[src/rtl/tvg_pkg.sv]
package tvg_pkg;

  localparam int CELL_W = 8;
  localparam int CELL_H = 10;

  // Per-pixel control carried down the fetch pipeline.
  typedef struct packed {
    logic       act;
    logic       hs;
    logic       vs;
    logic [2:0] px;
    logic [3:0] scan;
    logic       cur;
  } stage_t;

  // True when pos lies in [start, start+len).
  function automatic logic in_window(input int pos, input int start, input int len);
    return (pos >= start) && (pos < start + len);
  endfunction

  // Text row rotated by the scroll offset; off must be below rows.
  function automatic int wrap_row(input int row, input int off, input int rows);
    int s;
    s = row + off;
    return (s >= rows) ? s - rows : s;
  endfunction

  // Linear RAM index of a cell.
  function automatic int cell_index(input int prow, input int col, input int cols);
    return prow * cols + col;
  endfunction

endpackage

[src/rtl/tvg_timing.sv]
module tvg_timing #(
  parameter int COLS         = 40,
  parameter int ROWS         = 24,
  parameter int H_FP         = 8,
  parameter int H_SYNC       = 48,
  parameter int H_BP         = 24,
  parameter int V_FP         = 3,
  parameter int V_SYNC       = 4,
  parameter int V_BP         = 15,
  parameter int BLINK_FRAMES = 32,
  localparam int CW = $clog2(COLS),
  localparam int RW = $clog2(ROWS)
) (
  input  logic          clk,
  input  logic          rst_n,
  output logic          active,
  output logic          hs,
  output logic          vs,
  output logic [CW-1:0] col,
  output logic [RW-1:0] row,
  output logic [3:0]    scan,
  output logic [2:0]    px,
  output logic          frame_end,
  output logic          blink_on
);
  localparam int H_ACT = COLS * tvg_pkg::CELL_W;
  localparam int V_ACT = ROWS * tvg_pkg::CELL_H;
  localparam int H_TOT = H_ACT + H_FP + H_SYNC + H_BP;
  localparam int V_TOT = V_ACT + V_FP + V_SYNC + V_BP;
  localparam int HW    = $clog2(H_TOT);
  localparam int VW    = $clog2(V_TOT);
  localparam int FW    = $clog2(BLINK_FRAMES) + 1;

  logic [HW-1:0] hc;
  logic [VW-1:0] vc;
  logic [FW-1:0] fcnt;
  logic          line_end;
  logic          last_active_line;

  assign line_end         = (hc == HW'(H_TOT - 1));
  assign frame_end        = line_end && (vc == VW'(V_TOT - 1));
  assign last_active_line = (vc >= VW'(V_ACT - 1));

  always_ff @(posedge clk) begin
    if (!rst_n) begin
      hc <= '0;
    end else if (line_end) begin
      hc <= '0;
    end else begin
      hc <= hc + 1'b1;
    end
  end

  always_ff @(posedge clk) begin
    if (!rst_n) begin
      vc   <= '0;
      row  <= '0;
      scan <= '0;
    end else if (frame_end) begin
      vc   <= '0;
      row  <= '0;
      scan <= '0;
    end else if (line_end) begin
      vc <= vc + 1'b1;
      if (!last_active_line) begin
        if (scan == 4'(tvg_pkg::CELL_H - 1)) begin
          scan <= '0;
          row  <= row + 1'b1;
        end else begin
          scan <= scan + 1'b1;
        end
      end
    end
  end

  assign px     = hc[2:0];
  assign col    = CW'(hc >> 3);
  assign active = (hc < HW'(H_ACT)) && (vc < VW'(V_ACT));
  assign hs     = tvg_pkg::in_window(int'(hc), H_ACT + H_FP, H_SYNC);
  assign vs     = tvg_pkg::in_window(int'(vc), V_ACT + V_FP, V_SYNC);

  // Blink phase: toggles after every BLINK_FRAMES completed frames.
  always_ff @(posedge clk) begin
    if (!rst_n) begin
      fcnt     <= '0;
      blink_on <= 1'b1;
    end else if (frame_end) begin
      if (fcnt == FW'(BLINK_FRAMES - 1)) begin
        fcnt     <= '0;
        blink_on <= !blink_on;
      end else begin
        fcnt <= fcnt + 1'b1;
      end
    end
  end


  hs_outside_active_chk: assert property (@(posedge clk) disable iff (!rst_n)
    hs |-> !active);


  vs_outside_active_chk: assert property (@(posedge clk) disable iff (!rst_n)
    vs |-> !active);


  hcount_range_chk: assert property (@(posedge clk) disable iff (!rst_n)
    (hc < HW'(H_TOT)) && (vc < VW'(V_TOT)));


  blink_at_frame_chk: assert property (@(posedge clk) disable iff (!rst_n)
    !$stable(blink_on) |-> $past(frame_end));

endmodule

[src/rtl/tvg_fetch.sv]
module tvg_fetch #(
  parameter int COLS = 40,
  parameter int ROWS = 24,
  localparam int CW = $clog2(COLS),
  localparam int RW = $clog2(ROWS),
  localparam int AW = $clog2(COLS * ROWS)
) (
  input  logic            clk,
  input  logic            rst_n,
  input  logic            active,
  input  logic            hs,
  input  logic            vs,
  input  logic [CW-1:0]   col,
  input  logic [RW-1:0]   row,
  input  logic [3:0]      scan,
  input  logic [2:0]      px,
  input  logic            blink_on,
  input  logic [RW-1:0]   scroll_row,
  input  logic [CW-1:0]   cursor_col,
  input  logic [RW-1:0]   cursor_row,
  output logic [AW-1:0]   ram_addr,
  input  logic [7:0]      ram_data,
  output logic [11:0]     font_addr,
  output tvg_pkg::stage_t st2
);
  tvg_pkg::stage_t st0, st1;
  logic [RW-1:0]   prow;
  logic            cursor_hit;

  // Stage 0: RAM address from the rotated row.
  assign prow       = RW'(tvg_pkg::wrap_row(int'(row), int'(scroll_row), ROWS));
  assign ram_addr   = AW'(tvg_pkg::cell_index(int'(prow), int'(col), COLS));
  assign cursor_hit = blink_on && (prow == cursor_row) && (col == cursor_col);

  always_comb begin
    st0.act  = active;
    st0.hs   = hs;
    st0.vs   = vs;
    st0.px   = px;
    st0.scan = scan;
    st0.cur  = cursor_hit;
  end

  // Stage 1: character code is back, form the font address.
  // Stage 2: font row is back.
  always_ff @(posedge clk) begin
    if (!rst_n) begin
      st1 <= '0;
      st2 <= '0;
    end else begin
      st1 <= st0;
      st2 <= st1;
    end
  end

  assign font_addr = {ram_data, st1.scan};


  ram_addr_range_chk: assert property (@(posedge clk) disable iff (!rst_n)
    active |-> (ram_addr < AW'(COLS * ROWS)));


  scan_field_chk: assert property (@(posedge clk) disable iff (!rst_n)
    st1.act |-> (font_addr[3:0] < 4'(tvg_pkg::CELL_H)));

endmodule

[src/rtl/tvg_serializer.sv]
module tvg_serializer (
  input  logic            clk,
  input  logic            rst_n,
  input  tvg_pkg::stage_t st,
  input  logic [7:0]      font_data,
  output logic            pixel,
  output logic            hsync,
  output logic            vsync,
  output logic            video_on
);
  logic [7:0] shreg;
  logic       cell_start;
  logic       bit_now;

  assign cell_start = (st.px == 3'd0);
  assign bit_now    = cell_start ? font_data[7] : shreg[7];

  always_ff @(posedge clk) begin
    if (!rst_n) begin
      shreg <= '0;
    end else if (cell_start) begin
      shreg <= {font_data[6:0], 1'b0};
    end else begin
      shreg <= {shreg[6:0], 1'b0};
    end
  end

  always_ff @(posedge clk) begin
    if (!rst_n) begin
      pixel    <= 1'b0;
      hsync    <= 1'b0;
      vsync    <= 1'b0;
      video_on <= 1'b0;
    end else begin
      pixel    <= st.act && (bit_now ^ st.cur);
      hsync    <= st.hs;
      vsync    <= st.vs;
      video_on <= st.act;
    end
  end


  blank_pixel_chk: assert property (@(posedge clk) disable iff (!rst_n)
    !video_on |-> !pixel);


  hsync_video_excl_chk: assert property (@(posedge clk) disable iff (!rst_n)
    !(hsync && video_on));

endmodule

[src/rtl/text_video_gen.sv]
module text_video_gen #(
  parameter int COLS         = 40,
  parameter int ROWS         = 24,
  parameter int H_FP         = 8,
  parameter int H_SYNC       = 48,
  parameter int H_BP         = 24,
  parameter int V_FP         = 3,
  parameter int V_SYNC       = 4,
  parameter int V_BP         = 15,
  parameter int BLINK_FRAMES = 32,
  localparam int CW = $clog2(COLS),
  localparam int RW = $clog2(ROWS),
  localparam int AW = $clog2(COLS * ROWS)
) (
  input  logic          clk,
  input  logic          rst_n,
  input  logic [RW-1:0] scroll_row,
  input  logic [CW-1:0] cursor_col,
  input  logic [RW-1:0] cursor_row,
  output logic [AW-1:0] ram_addr,
  input  logic [7:0]    ram_data,
  output logic [11:0]   font_addr,
  input  logic [7:0]    font_data,
  output logic          hsync,
  output logic          vsync,
  output logic          video_on,
  output logic          pixel
);
  logic            t_active, t_hs, t_vs, t_frame_end, t_blink;
  logic [CW-1:0]   t_col;
  logic [RW-1:0]   t_row;
  logic [3:0]      t_scan;
  logic [2:0]      t_px;
  tvg_pkg::stage_t f_st2;

  tvg_timing #(
    .COLS(COLS), .ROWS(ROWS),
    .H_FP(H_FP), .H_SYNC(H_SYNC), .H_BP(H_BP),
    .V_FP(V_FP), .V_SYNC(V_SYNC), .V_BP(V_BP),
    .BLINK_FRAMES(BLINK_FRAMES)
  ) u_timing (
    .clk(clk), .rst_n(rst_n),
    .active(t_active), .hs(t_hs), .vs(t_vs),
    .col(t_col), .row(t_row), .scan(t_scan), .px(t_px),
    .frame_end(t_frame_end), .blink_on(t_blink)
  );

  tvg_fetch #(.COLS(COLS), .ROWS(ROWS)) u_fetch (
    .clk(clk), .rst_n(rst_n),
    .active(t_active), .hs(t_hs), .vs(t_vs),
    .col(t_col), .row(t_row), .scan(t_scan), .px(t_px),
    .blink_on(t_blink),
    .scroll_row(scroll_row), .cursor_col(cursor_col), .cursor_row(cursor_row),
    .ram_addr(ram_addr), .ram_data(ram_data),
    .font_addr(font_addr), .st2(f_st2)
  );

  tvg_serializer u_ser (
    .clk(clk), .rst_n(rst_n),
    .st(f_st2), .font_data(font_data),
    .pixel(pixel), .hsync(hsync), .vsync(vsync), .video_on(video_on)
  );

endmodule

[config.mk]
export PLATFORM = sky130hd
export DESIGN_NAME = text_video_gen
export DESIGN_NICKNAME = d
export VERILOG_FILES = /design/src/rtl/tvg_pkg.sv /design/src/rtl/tvg_timing.sv /design/src/rtl/tvg_fetch.sv /design/src/rtl/tvg_serializer.sv /design/src/rtl/text_video_gen.sv
export SDC_FILE = /design/constraint.sdc
export NUM_CORES = 1
export LEC_CHECK = 0
export BUFFER_PORTS_ARGS = -buffer_cell sky130_fd_sc_hd__buf_2
export CORE_ASPECT_RATIO = 2
export CORE_MARGIN = 2
export CORE_UTILIZATION = 30
export CTS_CLUSTER_SIZE = 25
export DETAILED_ROUTE_END_ITERATION = 8
export SLEW_MARGIN = 20
export SYNTH_ARGS = -nofsm -noshare
export SYNTH_HDL_FRONTEND = slang
export SYNTH_SLANG_ARGS = --single-unit
[constraint.sdc]
create_clock -name clk -period 6.65 [get_ports clk]
set_input_delay 1.6625 -clock clk [delete_from_list [all_inputs] [get_ports clk]]
set_output_delay 1.6625 -clock clk [all_outputs]
set_load 0.005 [all_outputs]
== Word level (Yosys, flattened, before mapping) ==
Cells that the tools add are included.
Storage, ports and cells
  register bits after elaboration: 64
  input bits: 34
  logic and storage cells: 67
Operators by class
  bitwise logic cells: 3
  reduce and logical (&&, ||, !) cells: 14
  multiplexer cells: 5
  $add $sub $neg: 8
  eq/ne operators: 6
  order comparisons: 8
  multiply operators: 1
Operators with widths (count)
  9-bit by 1-bit adder with 9-bit output (second input constant): 2
  9-bit equality test (second input constant): 2
  9-bit by 8-bit greater-or-equal comparator with 1-bit output (second input constant): 2
  9-bit by 8-bit < comparator with 1-bit output (second input constant): 2
  9-bit < comparator (second input constant): 2
  10-bit by 7-bit adder with 10-bit output: 1
  9-bit greater-or-equal comparator (second input constant): 1
  8-bit two-way mux: 1
  1-bit logical AND: 7
  5-bit by 3-bit multiplier with 7-bit output (second input constant): 1
  5-bit by 5-bit adder with 6-bit output: 1
  6-bit by 1-bit adder with 6-bit output (second input constant): 1
  6-bit by 5-bit equality test with 1-bit output (second input constant): 1
  6-bit equality test: 1
  6-bit by 5-bit greater-or-equal comparator with 1-bit output (second input constant): 1
  6-bit two-way mux: 1
  5-bit by 1-bit adder with 5-bit output (second input constant): 1
  5-bit equality test: 1
  5-bit two-way mux: 1
  5-bit by 4-bit subtractor with 5-bit output (second input constant): 1
  4-bit by 1-bit adder with 4-bit output (second input constant): 1
  4-bit equality test (second input constant): 1
  4-bit two-way mux: 1
  2-bit AND reduction: 2
  other kinds (7): 9

== Logic depth before layout (Yosys ltp) ==
Gate-level depths: netlist (run 1).
  depth in word-level cells: 6
  gate-level depth with buffers: 14

== Hierarchy ==
Synthesis (run 1) repeated with hierarchy kept, for this count alone.
Second synthesis, totals
  cells, all modules: 401
  area total of the unflattened synthesis: 3599.7 µm²
Modules (own cells, without submodules)
  tvg_timing: area an instance 1790.5 µm², times used 1, cells each 213
  tvg_fetch: area an instance 1416.4 µm², times used 1, cells each 147
  tvg_serializer: area an instance 392.9 µm², times used 1, cells each 41

== Worst setup path before layout (run 1) ==
No wires, ideal clock.
  path kind: in2out
  start point: in scroll_row[0]
  end point: out ram_addr[9]
  stages: 14
  arrival: 4.732 ns
  path slack: 0.255 ns
  cell sequence: ha_1 inv_1 fa_1 nand2b_1 a2111oi_0 a221oi_1 o2bb2ai_1 ha_1 ha_1 fa_1 xor2_1 o2111ai_1 xnor2_1 xnor2_1
Between the ends
  longest elaborated chain between the ends: 5
  elaborated cells between the ends (all ways): 6
  those cells by class: add/sub (3); mul (1); order compare (1); mux (1)
Ends and longest elaborated chain
  start: declaration: RTL line text_video_gen.sv:17  | input logic [RW-1:0] scroll_row,
  5-bit by 5-bit adder with 6-bit output *: RTL line tvg_pkg.sv:24  | s = row + off;
  5-bit by 4-bit subtractor with 5-bit output / 6-bit by 5-bit greater-or-equal comparator with 1-bit output (equally long branches): RTL line tvg_pkg.sv:25  | return (s >= rows) ? s - rows : s;
  5-bit two-way mux *: RTL line tvg_pkg.sv:25
  5-bit by 3-bit multiplier with 7-bit output *: RTL line tvg_pkg.sv:30  | return prow * cols + col;
  10-bit by 7-bit adder with 10-bit output *: RTL line tvg_pkg.sv:30
  end: declaration: RTL line text_video_gen.sv:20  | output logic [AW-1:0] ram_addr,
Mark *: on every way between the ends. The rest lies on a longest branch, timed or not.

== Worst setup path in the final report (run 1) ==
  start point: in scroll_row[1]
  end point: out ram_addr[9]
Same word-level chain as after synthesis.

==> flow_summary.json, run 1 <==
{
  "fin_crit_ps": 6480,
  "worstPathMaxFanout": 4,
  "synth_top_cell_by_area": "dfxtp_1",
  "grt_setup_unrepaired": "false",
  "grt_pass1_wl_um": 11500,
  "syn_area_per_cell_um2": 9.15,
  "final_max_slew_viol_count": 0,
  "port_buffers": 43,
  "crit_path_start_kind": "primary input",
  "hp-class": "flip-flop to flip-flop",
  "die_w_um": 78.7,
  "peakVddDrop_mv": 0.125,
  "die_h_um": 153,
  "yosysWarnings": 0,
  "drive_gt1_frac": 0.199,
  "viasPerCell": 4.67,
  "num_vias": 2532,
  "netlist_instances": 366,
  "fmax_mhz": 154,
  "clkLatencyLatePin_ps": 330,
  "drt_wl_total_um": 6850,
  "clk_pin_slew_worst_paths_ps": 50,
  "gp_congestion": 0.822,
  "drv_cap": 0,
  "endpoint_kind": "output pin",
  "power_leakage_nw": 1.64,
  "die_area_um2": 12100,
  "cts_setup_buffers": 0,
  "powerDensity_nw_per_um2": 235,
  "design_area_um2": 3970,
  "rr_startpoint": "u_timing.row[0]$_SDFFE_PP0P_",
  "synth_cell_types": 48,
  "fill_cells": 1150,
  "crit_required_ps": 4990,
  "drc": 0,
  "holdWs_ps": 427,
  "arrival_ps": 4820,
  "grt_overflow": 0,
  "nets": 454,
  "clockRootBuffer": "clkbuf_16",
  "numCtsBuffers": 9,
  "dr.first_iter.drc_count": 60,
  "cts_buffer_depth": 2,
  "grt_antenna_before_repair": 0,
  "dp.final_hpwl_um": 5110,
  "grt_pass1_vias": 2566,
  "htreeDepth": 3,
  "critPathKind": "primary input to output pin",
  "synth_ff_type": "dfxtp_1",
  "startpoint": "scroll_row[1]",
  "cts_hold_buf": 0,
  "synth-edff-count": 0,
  "start_util": 0.308,
  "tightest_slew_ps": 725,
  "synth_fp_nets": 423,
  "track_usage": 0.120,
  "numClockSinks": 63,
  "io_pins": 60,
  "finalHoldViolCount": 0,
  "fin_skew_ps": 8.91,
  "hold_start": "u_fetch.st1[6]$_SDFF_PN0_",
  "dpl_cell_area_um2": 3610,
  "final_util": 0.365,
  "core_area_um2": 10900,
  "grt_max_degree": 41,
  "max_slew_margin": 0.517,
  "status": "complete, no violations",
  "yosys.area.top_type_share": 0.377,
  "std_cell_rows": 54,
  "timing.final.crit_share": 0.974,
  "final_common_cell": "dfxtp_1",
  "diodes": 0,
  "synth-async-reset-ratio": 0,
  "syn2layout_area_growth_pct": 18.6,
  "syn_area_um2": 3350,
  "drt_first_pass_iters": 4,
  "cts_tree": "done",
  "seq_area_frac_synth": 0.377,
  "mostFrequentLayoutCells": "dfxtp_1 (63), buf_2 (43), nor2_1 (32)",
  "drtAntennaViolNets": 0,
  "synth_top_cells_by_area": "dfxtp_1 (38%), ha_1 (7.5%), xnor2_1 (6.8%)",
  "ys_seq_elements": 63,
  "setup_viol": 0,
  "wl_per_cell_um": 12.6
}
path summary, 6_finish.rpt:
kind                                    end  slack, ps  cells after the start
setup / recovery                ram_addr[9]        170                     13
hold / removal    u_fetch.st2[6]$_SDFF_PN0_        430                      1
setup reg to reg  u_fetch.st1[0]$_SDFF_PN0_       3980                      8
hold reg to reg   u_fetch.st2[6]$_SDFF_PN0_        430                      1
metrics by stage:
step	total power, W	setup TNS (ps)	worst slack (ps)	std cells
6_report	0.000934	0	170	542
5_1_grt	0.000975	0	15.0	542
4_1_cts	0.000945	0	62.5	542
3_5_place_dp	0.000468	-58.8	-58.8	526
3_3_place_gp	0.000466	0	90.1	526
2_1_floorplan	0.000443	0	255	366
flip-flops by register name (all words and copies together) (netlist names):
register	flops
u_timing.hc	9
u_timing.vc	9
u_fetch.st1	7
u_fetch.st2	7
u_ser.shreg	7
u_timing.fcnt	6
u_timing.row	5
u_fetch.font_addr	4
u_timing.scan	4
u_ser.hsync	1
u_ser.pixel	1
u_ser.video_on	1
u_ser.vsync	1
u_timing.blink_on	1
repair_timing:
| action | CTS | global route |
|---|---|---|
| setup endpoints to repair | 1 | 2 |
| pin swaps | 2 | 4 |
| gates cloned | 0 | 0 |
| resized for setup | 3 | 7 |
cells by family (layout without fill, tap and decap cells):
logic type,count (synthesis),in the layout,synth area share
simple gates,141,141,0.229
flops,63,63,0.377
buf+inv,45,81,0.0721
xor+xnor,44,44,0.115
compound gates,41,41,0.0878
fa+ha+maj,23,23,0.0926
mux,9,9,0.0269
metal layers:
| layer | GRT usage | vias to the layer above | share of wire |
|---|---|---|---|
| li1 | - | 1284 | - |
| met1 | 0.127 | 1172 | 0.39 |
| met2 | 0.212 | 60 | 0.54 |
| met3 | 0.0242 | 16 | 0.033 |
| met4 | 0.0718 | 0 | 0.035 |
| met5 | 0 | - | 0 |
area by class of cell:
| type | instances | area (um2) | area share |
|---|---|---|---|
| clock buffers | 9 | 225 | 0.0567 |
| clock inverters | 7 | 80.1 | 0.0202 |
| inverters | 15 | 56.3 | 0.0142 |
| multi-input cells | 258 | 1910 | 0.480 |
| flip-flops and latches | 63 | 1260 | 0.317 |
| well taps | 140 | 175 | 0.0441 |
| repair buffers | 50 | 268 | 0.0674 |
cell usage after synthesis (all sizes together) (4+ instances only):
| master | instances |
|---|---|
| xnor2 | 26 |
| dfxtp | 63 |
| nand3 | 8 |
| nor2 | 32 |
| xor2 | 18 |
| a21oi | 11 |
| buf | 21 |
| nand2 | 25 |
| nand4 | 10 |
| and2 | 25 |
| nor3 | 7 |
| o21ai | 8 |
| nor2b | 12 |
| clkbuf | 9 |
| ha | 20 |
| mux2i | 9 |
| a211oi | 4 |
| inv | 15 |
| and3 | 5 |
power by group:
group | internal (W) | switching (W)
Clock | 0.000293 | 0.000176
Combinational | 0.0000388 | 0.0000370
Sequential | 0.000385 | 0.00000312
critical path, cell delays in order:
cell       delay, ps
buf_2            110
ha_1             300
a211oi_1         390
or2_1            250
a21oi_1           90
a221o_1          420
nand2_1          170
ha_4             240
fa_2             590
o2111ai_2        120
xnor2_1          200
xnor2_1          140
buf_2            130
Power figures use the tool's default switching activity.
==> run 2: changes to the inputs <==
--- a/config.mk
+++ b/config.mk
@@ -7,10 +7,11 @@
 export LEC_CHECK = 0
 export BUFFER_PORTS_ARGS = -buffer_cell sky130_fd_sc_hd__buf_2
 export CORE_ASPECT_RATIO = 2
-export CORE_MARGIN = 2
+export CORE_MARGIN = 5
 export CORE_UTILIZATION = 30
 export CTS_CLUSTER_SIZE = 25
 export DETAILED_ROUTE_END_ITERATION = 8
+export RECOVER_POWER = 50
 export SLEW_MARGIN = 20
 export SYNTH_ARGS = -nofsm -noshare
 export SYNTH_HDL_FRONTEND = slang
==> run 2 against run 1 <==
  * Via count up 1.1%
  * Total power increased by 4.3%
  * Clock skew decreased by 4.2 ps
  * Critical path type unchanged
  * Critical endpoint unchanged
  * Largest cell class unchanged
  * Largest power group unchanged
==> flow_summary.json, run 2 (same netlist as run 1, synthesis figures left out) <==
{
  "status": "complete, no violations",
  "holdWs_ps": 430,
  "grt_overflow": 0,
  "die_area_um2": 13500,
  "worst_slack_ps": 152,
  "htreeDepth": 3,
  "endpoint_kind": "output pin",
  "tightest_slew_ps": 1360,
  "p_sw_w": 0.000202,
  "whs_path_depth": 1,
  "crit_required_ps": 4990,
  "worstPathMaxFanout": 2,
  "powerDensity_nw_per_um2": 241,
  "final_common_cell": "dfxtp_1",
  "fin_skew_ps": 4.75,
  "grt_max_degree": 41,
  "numClockSinks": 63,
  "dp.final_hpwl_um": 5320,
  "dp.cells": 526,
  "num_vias": 2561,
  "start_util": 0.306,
  "top_regs": "u_timing.hc x9, u_timing.vc x9",
  "nets": 457,
  "fin_crit_ps": 6500,
  "cts_buffer_depth": 2,
  "drt_wl_total_um": 7100,
  "timing.final.crit_share": 0.977,
  "post-place-ws_ps": -129,
  "swShare": 0.207,
  "p_comb_frac": 0.079,
  "critPathKind": "primary input to output pin",
  "track_usage": 0.110,
  "core_area_um2": 10900,
  "port_buffers": 43,
  "wl_per_cell_um": 13.0,
  "drc": 0,
  "setup_viol": 0,
  "io_pins": 60,
  "drive_gt1_frac": 0.205,
  "crit_path_start_kind": "primary input",
  "die_w_um": 84.7,
  "dr.first_iter.drc_count": 49,
  "cts_tree": "done",
  "viasPerCell": 4.70,
  "diodes": 0,
  "grt_setup_unrepaired": "true",
  "grt_pass1_vias": 2657,
  "std_cell_rows": 54,
  "drv_cap": 0,
  "gp_congestion": 0.783,
  "tns_ps": 0,
  "drt_first_pass_iters": 4,
  "clkPwrFrac": 0.523,
  "numCtsBuffers": 9,
  "max_slew_margin": 0.0915,
  "stdcell_count": 545,
  "arrival_ps": 4840,
  "syn2layout_area_growth_pct": 20.6,
  "mostFrequentLayoutCells": "dfxtp_1 (63), buf_2 (37), nor2_1 (32)",
  "power_leakage_nw": 1.65,
  "hp-class": "flip-flop to flip-flop",
  "peakVddDrop_mv": 0.107,
  "final_max_slew_viol_count": 0,
  "grt_antenna_before_repair": 0,
  "p_int_w": 0.000771,
  "finalHoldViolCount": 0,
  "die_h_um": 159,
  "grt_pass1_wl_um": 12100,
  "fmax_mhz": 154,
  "rr_worst_depth": 9,
  "clockRootBuffer": "clkbuf_16",
  "clkLatencyLatePin_ps": 320,
  "drtAntennaViolNets": 0,
  "clk_pin_slew_worst_paths_ps": 50,
  "p_seq_frac": 0.399
}
[run 2: changes by cell type in the layout (fill, tap and decap cells not counted), moves of 2 or more]
| cell | before | now |
|---|---|---|
| buf_2 | 43 | 37 |
| and2_0 | 0 | 11 |
| buf_4 | 7 | 9 |
| clkbuf_1 | 0 | 5 |
| clkbuf_8 | 0 | 2 |
| clkinv_4 | 2 | 0 |
| buf_6 | 0 | 2 |
| and2_1 | 25 | 14 |
| inv_6 | 2 | 0 |
[run 2: final timing paths]
path	slack [ps]	to	startpoint
worst min register to register	430	u_ser.vsync$_SDFF_PN0_	u_fetch.st2[8]$_SDFF_PN0_
worst min-delay path	430	u_ser.vsync$_SDFF_PN0_	u_fetch.st2[8]$_SDFF_PN0_
worst max-delay path	150	ram_addr[9]	scroll_row[0]
worst max register to register	4080	u_fetch.st1[0]$_SDFF_PN0_	u_timing.row[0]$_SDFFE_PP0P_
[run 2: timing repair]
item	CTS	global route
pin swaps	2	11
setup endpoints to repair	2	2
hold buffers	0	0
cloned	0	0
gates resized for setup	3	14
setup buffers	0	3
[run 2: worst max-delay path, stage by stage]
cell       delay, ps
buf_6             80
ha_4             130
inv_2             40
fa_2             360
buf_6            130
a211o_1          310
a221oi_2         280
o2bb2ai_2        120
ha_1             310
ha_2             210
fa_2             400
xor2_2           200
o2111ai_2        160
xnor2_2          170
xnor2_1          150
buf_2            130
[run 2: power by group through the flow]
stage | registers [W] | logic [W] | clock network, W
floorplan | 0.000395 | 0.0000481 | 0
global placement | 0.000396 | 0.0000708 | 0
detailed placement | 0.000396 | 0.0000723 | 0
CTS | 0.000388 | 0.0000733 | 0.000526
global route | 0.000388 | 0.0000862 | 0.000541
finish | 0.000388 | 0.0000766 | 0.000509
[run 2: area by class of cell]
cell class              count  area, um2
clock inverters             5       80.1
repair buffers             53        294
well taps                 140        175
fillers                  1171       6910
multi-input cells         258       1920
inverters                  15       56.3
clock buffers              11        253
flip-flops and latches     63       1260
[run 2: per-stage QoR]
step / area, um2 / total power [W] / utilization
floorplan: 3350 / 0.000443 / -
global placement: 3610 / 0.000467 / 0.330
detailed placement: 3610 / 0.000468 / 0.330
CTS: 3950 / 0.000987 / 0.361
global route: 4040 / 0.00102 / 0.369
finish: 4040 / 0.000973 / 0.369
[run 2: routing by layer]
layer	global-route usage	vias to the layer above	wire, um	share of wire
met4	0.0821	0	301	0.042
met1	0.110	1196	2720	0.38
met5	0	-	0	0
li1	-	1289	-	-
met2	0.197	55	3810	0.54
met3	0.0181	21	259	0.036
